[config.mk]
export PLATFORM = sky130hd
export DESIGN_NAME = hbus_bridge
export DESIGN_NICKNAME = d
export VERILOG_FILES = /design/src/rtl/hbus_pkg.sv /design/src/rtl/hbus_sync.sv /design/src/rtl/hbus_addr_latch.sv /design/src/rtl/hbus_ctrl.sv /design/src/rtl/hbus_bridge.sv
export SDC_FILE = /design/constraint.sdc
export NUM_CORES = 1
export LEC_CHECK = 0
export CAP_MARGIN = 15
export CORE_UTILIZATION = 44
export DETAILED_ROUTE_END_ITERATION = 16
export DONT_BUFFER_PORTS = 1
export GPL_ROUTABILITY_DRIVEN = 0
export PLACE_DENSITY = 0.64
export RECOVER_POWER = 25
export SLEW_MARGIN = 20
export SYNTH_ARGS = -nofsm -noshare
export SYNTH_HDL_FRONTEND = slang
export SYNTH_SLANG_ARGS = --single-unit
[constraint.sdc]
create_clock -name clk -period 4.5 [get_ports clk]
set_input_delay 0.45 -clock clk [delete_from_list [all_inputs] [get_ports clk]]
set_output_delay 0.45 -clock clk [all_outputs]
set_load 0.1 [all_outputs]
[src/rtl/hbus_pkg.sv]
package hbus_pkg;

  localparam int DATA_W = 16;
  localparam int LANE_W = DATA_W / 2;
  localparam int BE_W   = DATA_W / LANE_W;

  typedef enum logic [2:0] {
    ST_IDLE,
    ST_RD,
    ST_RD2,
    ST_WR,
    ST_ACK
  } hbus_state_e;

  function automatic logic mode_enabled(input logic [2:0] m);
    return m[2];
  endfunction

  function automatic logic mode_wide(input logic [2:0] m);
    return m[1];
  endfunction

  function automatic logic mode_dstrobe(input logic [2:0] m);
    return m[0];
  endfunction

  // Steering of host data onto the register port: {byte enables, write data}
  function automatic logic [BE_W+DATA_W-1:0] lane_write(input logic wide,
                                                        input logic a0,
                                                        input logic [DATA_W-1:0] d);
    logic [DATA_W-1:0] w;
    logic [BE_W-1:0]   be;
    if (wide) begin
      be = '1;
      w  = a0 ? {d[LANE_W-1:0], d[DATA_W-1:LANE_W]} : d;
    end else begin
      be = a0 ? 2'b10 : 2'b01;
      w  = a0 ? {d[LANE_W-1:0], {LANE_W{1'b0}}} : {{LANE_W{1'b0}}, d[LANE_W-1:0]};
    end
    return {be, w};
  endfunction

  // Steering of register data onto the host data bus
  function automatic logic [DATA_W-1:0] lane_read(input logic wide,
                                                  input logic a0,
                                                  input logic [DATA_W-1:0] r);
    if (wide)
      return a0 ? {r[LANE_W-1:0], r[DATA_W-1:LANE_W]} : r;
    return a0 ? {{LANE_W{1'b0}}, r[DATA_W-1:LANE_W]} : {{LANE_W{1'b0}}, r[LANE_W-1:0]};
  endfunction

  // Pin level of the handshake for a given internal "ready" state
  function automatic logic hs_level(input logic ready, input logic dstrobe);
    return dstrobe ? ~ready : ready;
  endfunction

endpackage

[src/rtl/hbus_sync.sv]
module hbus_sync #(
  parameter int W      = 3,
  parameter int STAGES = 2
) (
  input  logic         clk,
  input  logic         rst_n,
  input  logic [W-1:0] d,
  output logic [W-1:0] q
);

  localparam int CHAIN_W = W * STAGES;

  logic [CHAIN_W-1:0] chain;

  generate
    if (STAGES == 1) begin : g_single
      always_ff @(posedge clk or negedge rst_n) begin
        if (!rst_n) chain <= '1;
        else        chain <= d;
      end
    end else begin : g_multi
      always_ff @(posedge clk or negedge rst_n) begin
        if (!rst_n) chain <= '1;
        else        chain <= {chain[CHAIN_W-W-1:0], d};
      end
    end
  endgenerate

  assign q = chain[CHAIN_W-1 -: W];

endmodule

[src/rtl/hbus_addr_latch.sv]
module hbus_addr_latch #(
  parameter int AW = 10
) (
  input  logic          clk,
  input  logic          rst_n,
  input  logic          ale,
  input  logic [AW-1:0] addr_pins,
  input  logic          a0_pin,
  output logic [AW-1:0] eff_addr,
  output logic          eff_a0
);

  logic [AW-1:0] held_addr;
  logic          held_a0;

  // Loads on every clock while ale is high, so after ale falls it keeps
  // the last address seen during the high phase.
  always_ff @(posedge clk or negedge rst_n) begin
    if (!rst_n) begin
      held_addr <= '0;
      held_a0   <= 1'b0;
    end else if (ale) begin
      held_addr <= addr_pins;
      held_a0   <= a0_pin;
    end
  end

  assign eff_addr = ale ? addr_pins : held_addr;
  assign eff_a0   = ale ? a0_pin    : held_a0;

endmodule

[src/rtl/hbus_ctrl.sv]
module hbus_ctrl
  import hbus_pkg::*;
#(
  parameter int AW = 10
) (
  input  logic              clk,
  input  logic              rst_n,
  input  logic [2:0]        mode,
  input  logic              cs_s,
  input  logic              rd_s,
  input  logic              wr_s,
  input  logic [AW-1:0]     eff_addr,
  input  logic              eff_a0,
  input  logic [DATA_W-1:0] d_in,
  input  logic [DATA_W-1:0] reg_rdata,
  output logic [AW-1:0]     reg_addr,
  output logic [DATA_W-1:0] reg_wdata,
  output logic [BE_W-1:0]   reg_be,
  output logic              reg_we,
  output logic              reg_re,
  output logic [DATA_W-1:0] d_hold,
  output logic              rd_drive,
  output logic              hs_go,
  output logic              acc_start
);

  hbus_state_e state;
  logic        strobe_on;
  logic        strobe_q;
  logic        want_rd;
  logic        acc_a0;
  logic        acc_is_rd;
  logic        en;
  logic        dstb;

  assign en   = mode_enabled(mode);
  assign dstb = mode_dstrobe(mode);

  // Access window as seen through the synchronizer
  assign strobe_on = en & ~cs_s & (dstb ? ~rd_s : (~rd_s | ~wr_s));
  assign want_rd   = dstb ? wr_s : ~rd_s;
  assign acc_start = strobe_on & ~strobe_q & (state == ST_IDLE);

  always_ff @(posedge clk or negedge rst_n) begin
    if (!rst_n) strobe_q <= 1'b0;
    else        strobe_q <= strobe_on;
  end

  always_ff @(posedge clk or negedge rst_n) begin
    if (!rst_n) begin
      state     <= ST_IDLE;
      reg_addr  <= '0;
      reg_wdata <= '0;
      reg_be    <= '0;
      reg_we    <= 1'b0;
      reg_re    <= 1'b0;
      d_hold    <= '0;
      acc_a0    <= 1'b0;
      acc_is_rd <= 1'b0;
    end else begin
      reg_we <= 1'b0;
      reg_re <= 1'b0;
      case (state)
        ST_IDLE: begin
          if (acc_start) begin
            reg_addr  <= eff_addr;
            acc_a0    <= eff_a0;
            acc_is_rd <= want_rd;
            if (want_rd) begin
              reg_re <= 1'b1;
              state  <= ST_RD;
            end else begin
              reg_we              <= 1'b1;
              {reg_be, reg_wdata} <= lane_write(mode_wide(mode), eff_a0, d_in);
              state               <= ST_WR;
            end
          end
        end
        ST_RD: begin
          d_hold <= lane_read(mode_wide(mode), acc_a0, reg_rdata);
          state  <= ST_RD2;
        end
        ST_RD2:  state <= ST_ACK;
        ST_WR:   state <= ST_ACK;
        ST_ACK:  if (!strobe_on) state <= ST_IDLE;
        default: state <= ST_IDLE;
      endcase
    end
  end

  assign hs_go    = (state == ST_ACK);
  assign rd_drive = acc_is_rd & ((state == ST_RD2) | (state == ST_ACK));

endmodule

[src/rtl/hbus_bridge.sv]
module hbus_bridge
  import hbus_pkg::*;
#(
  parameter int AW      = 10,
  parameter int SYNC_N  = 2
) (
  input  logic              clk,
  input  logic              rst_n,
  input  logic [2:0]        mode,
  input  logic              cs_n,
  input  logic              rd_ds_n,
  input  logic              wr_rw_n,
  input  logic              ale,
  input  logic [AW-1:0]     addr_pins,
  input  logic              addr_a0,
  input  logic [15:0]       d_in,
  output logic [15:0]       d_out,
  output logic              d_oe_lo,
  output logic              d_oe_hi,
  output logic              hs_out,
  output logic              hs_oe,
  output logic [AW-1:0]     reg_addr,
  output logic [15:0]       reg_wdata,
  output logic [1:0]        reg_be,
  output logic              reg_we,
  output logic              reg_re,
  input  logic [15:0]       reg_rdata
);

  localparam int CTL_W = 3;

  logic [CTL_W-1:0] ctl_s;
  logic [AW-1:0]    eff_addr;
  logic             eff_a0;
  logic [15:0]      d_hold;
  logic             rd_drive;
  logic             hs_go;
  logic             acc_start;
  logic             selected;

  hbus_sync #(.W(CTL_W), .STAGES(SYNC_N)) u_sync (
    .clk   (clk),
    .rst_n (rst_n),
    .d     ({cs_n, rd_ds_n, wr_rw_n}),
    .q     (ctl_s)
  );

  hbus_addr_latch #(.AW(AW)) u_alat (
    .clk       (clk),
    .rst_n     (rst_n),
    .ale       (ale),
    .addr_pins (addr_pins),
    .a0_pin    (addr_a0),
    .eff_addr  (eff_addr),
    .eff_a0    (eff_a0)
  );

  hbus_ctrl #(.AW(AW)) u_ctrl (
    .clk       (clk),
    .rst_n     (rst_n),
    .mode      (mode),
    .cs_s      (ctl_s[2]),
    .rd_s      (ctl_s[1]),
    .wr_s      (ctl_s[0]),
    .eff_addr  (eff_addr),
    .eff_a0    (eff_a0),
    .d_in      (d_in),
    .reg_rdata (reg_rdata),
    .reg_addr  (reg_addr),
    .reg_wdata (reg_wdata),
    .reg_be    (reg_be),
    .reg_we    (reg_we),
    .reg_re    (reg_re),
    .d_hold    (d_hold),
    .rd_drive  (rd_drive),
    .hs_go     (hs_go),
    .acc_start (acc_start)
  );

  // Pin enables follow the raw select so the pins float as soon as it drops
  assign selected = rst_n & ~cs_n & mode_enabled(mode);
  assign hs_oe    = selected;
  assign hs_out   = hs_level(hs_go, mode_dstrobe(mode));
  assign d_oe_lo  = selected & rd_drive;
  assign d_oe_hi  = selected & rd_drive & mode_wide(mode);
  assign d_out    = d_hold;

endmodule

==> qor.yml <==
outcome: "finished, violations left"
violations: "DRC"
antenna_found_initial: 0
die-area_um2: 7200
yosysMostFrequentCell: "dfrtp_1"
drtIter0Drc: 49
finalMaxSlewViolations: 0
slew_headroom_pct: 38.57
synth-compound-area-share_pct: 5.717
critical-path-slowest-cell: "dfrtp_1"
synth.net_count: 277
synth-xor-area-share_pct: 0.5800
drtPass1Iterations: 11
netlist_instances: 225
skew_ns: 0.01026
slowest_delay_ns: 0.44
cts.repair.resized: 0
pre_cts_slack_ns: 2.100
synth-adder-area-share_pct: 0
worstHoldStart: "cs_n"
synth-edff-count: 0
synth_area_per_cell_um2: 13.42
cts.htree.levels: 3
holdPathEnd: "u_sync.chain[2]"
start_util_pct: 46.50
area_growth_pct: 11.76
ys_ff_latch: 69
core_area_um2: 6495
yosys_warnings: 0
synth_area_leaders: "dfrtp_1, mux2_2, mux2i_1, dfstp_2, a22o_1"
min_period_over_period_pct: 53.45
rsz0062_at_grt: "no"
clk_latency_ns: 0.34
r2r-end: "u_ctrl.reg_wdata[7]"
grt_max_degree: 70
nNetsFinal: 284
die_w_um: 84.85
finalSetupTns_ns: 0
cts-root-buf: "clkbuf_8"
critPathMaxFanout: 6
critPathArrivalTime_ns: 1.96
hold_viol: 0
required_ns: 4.05
fmax_ghz: 0.4157
first_global_vias: 1814
cts_sinks: 69
synth_flop_cell: "dfrtp_1"
cts_tree: "built"
path_class: "reg -> out"
end_kind: "output port"
wire_per_inst_um: 17.11
r2r_slack_ns: 2.32
setup_viol: 0
dpl_cell_area_um2: 3128
cts_buffer_depth: 2
fin_crit_ns: 2.405
synth_mux_area_share_pct: 26.10
io_pins: 102
cts_buffers: 9
ys_seq_area_share_pct: 57.42
fin_ws_ns: 2.095
postCtsSetupRepairBufs: 0
r2r-start: "u_ctrl.state[0]"
syn_area_um2: 3020
cap_violations: 0
drc: 8
routed_wirelength_um: 5374
min_path_cells: 0
dp_hpwl_um: 3585
r2r_cells: 4
yosysTopAreaCell: "dfrtp_1"
grt_remaining_overflow: 0
hold_path_class: "in -> reg"
grt_pass1_wl_um: 9080
crit_top_cell: "buf_4"
synth.cells.most_frequent: "dfrtp_1, mux2_2, mux2i_1"
clk_pin_slew_worst_paths_ns: 0.08
synth-async-reset-ratio_pct: 100.0
port_buffers: 0
chipHeight_um: 84.85
finish.instance_area_um2: 3376
drt-vias-per-instance: 5.382
synth_top_family_by_area: "multiplexers"
synth_simple_gate_area_share_pct: 7.457
ys_types: 27
yosysTopAreaCellShare_pct: 52.20
start_kind: "register"
row_count: 29
tightest_slew_ns: 0.9214
insertedDiodeCount: 0
cp_cell_sequence: "xnor2_1, nor4b_4, buf_4, and2_1, buf_4"
drive_gt1_share_pct: 37.97
vias: 1690
track_usage_pct: 16.96
ant_nets: 0
-- worst max path at each step --
stage,from,depth (start not counted),to
3_3_place_gp,cs_n,6,d_oe_hi
2_1_floorplan,cs_n,3,d_oe_hi
3_5_place_dp,cs_n,6,d_oe_hi
5_1_grt,u_ctrl.state[1],5,d_oe_hi
6_report,u_ctrl.state[2],5,d_oe_hi
4_1_cts,u_ctrl.state[2],5,d_oe_hi
-- kinds of logic after synthesis --
kind of cell	count (synthesis)
buffers and inverters	18
XOR/XNOR	2
flip-flops	69
AO/OA/AOI/OAI	22
AND/OR/NAND/NOR	42
multiplexers	72
-- per-stage QoR --
stage / util (%) / cells / hold slack (ns)
CTS: 51.97 / 314 / 0.08210
global route: 51.97 / 314 / 0.06837
finish: 51.97 / 314 / 0.09767
global placement: 48.16 / 296 / 0.1557
detailed placement: 48.16 / 296 / 0.1562
floorplan: - / 225 / 0.1544
-- state kept, by name, summed over array words and instances (netlist names) --
register / count
u_ctrl.reg_re: 1
u_ctrl.reg_wdata: 16
u_ctrl.d_hold: 16
u_ctrl.reg_addr: 10
u_ctrl.state: 3
u_ctrl.reg_be: 2
u_ctrl.reg_we: 1
u_ctrl.acc_a0: 1
u_ctrl.acc_is_rd: 1
u_ctrl.strobe_q: 1
u_alat.held_a0: 1
u_alat.held_addr: 10
u_sync.chain: 6
-- layout by cell type, fill, tap and decap left out, types with 2 or more instances in the layout --
master and n:
mux2_1 2, dfstp_2 6, buf_4 6, inv_1 6, mux2i_1 17, nand2b_1 3
nand2_1 10, clkbuf_8 11, a22o_1 8, mux2_2 52, o21ai_0 8, nor2_1 12
and2_1 9, o21a_1 2, clkinvlp_4 2, dfrtp_1 63
-- layout make-up --
class	instances	area [µm²]
Fill cell	563	3119
Sequential cell	69	1734
Multi-Input combinational cell	138	1230
Clock buffer	11	151.4
Tap cell	77	96.34
Timing Repair Buffer	8	82.58
Clock inverter	5	58.81
Inverter	6	22.52
-- critical path: cells and delay by family, from the launching register on --
kind / cells / cell delay, ns
XOR/XNOR: 1 / 0.18
buffers and inverters: 2 / 0.61
flip-flops: 1 / 0.44
AND/OR/NAND/NOR: 2 / 0.38
-- what timing repair did --
action / 4_1_cts / 5_1_grt
setup endpoints to repair: 0 / 0
endpoints found under the hold margin: 69 / 0
hold buffers: 2 / 0
-- metal layers --
layer / part of all wire [%] / vias up / global-route usage, % / wire (µm)
met5: 0 / - / 0 / 0
met4: 1.9 / 0 / 7.550 / 103
met3: 11 / 10 / 8.852 / 581
met2: 45 / 68 / 25.06 / 2392
li1: - / 802 / - / -
met1: 43 / 810 / 20.76 / 2297
Power is left out: the tool's default activity adds up to more than one toggle a clock period on the data nets, which glitch-free logic cannot reach.
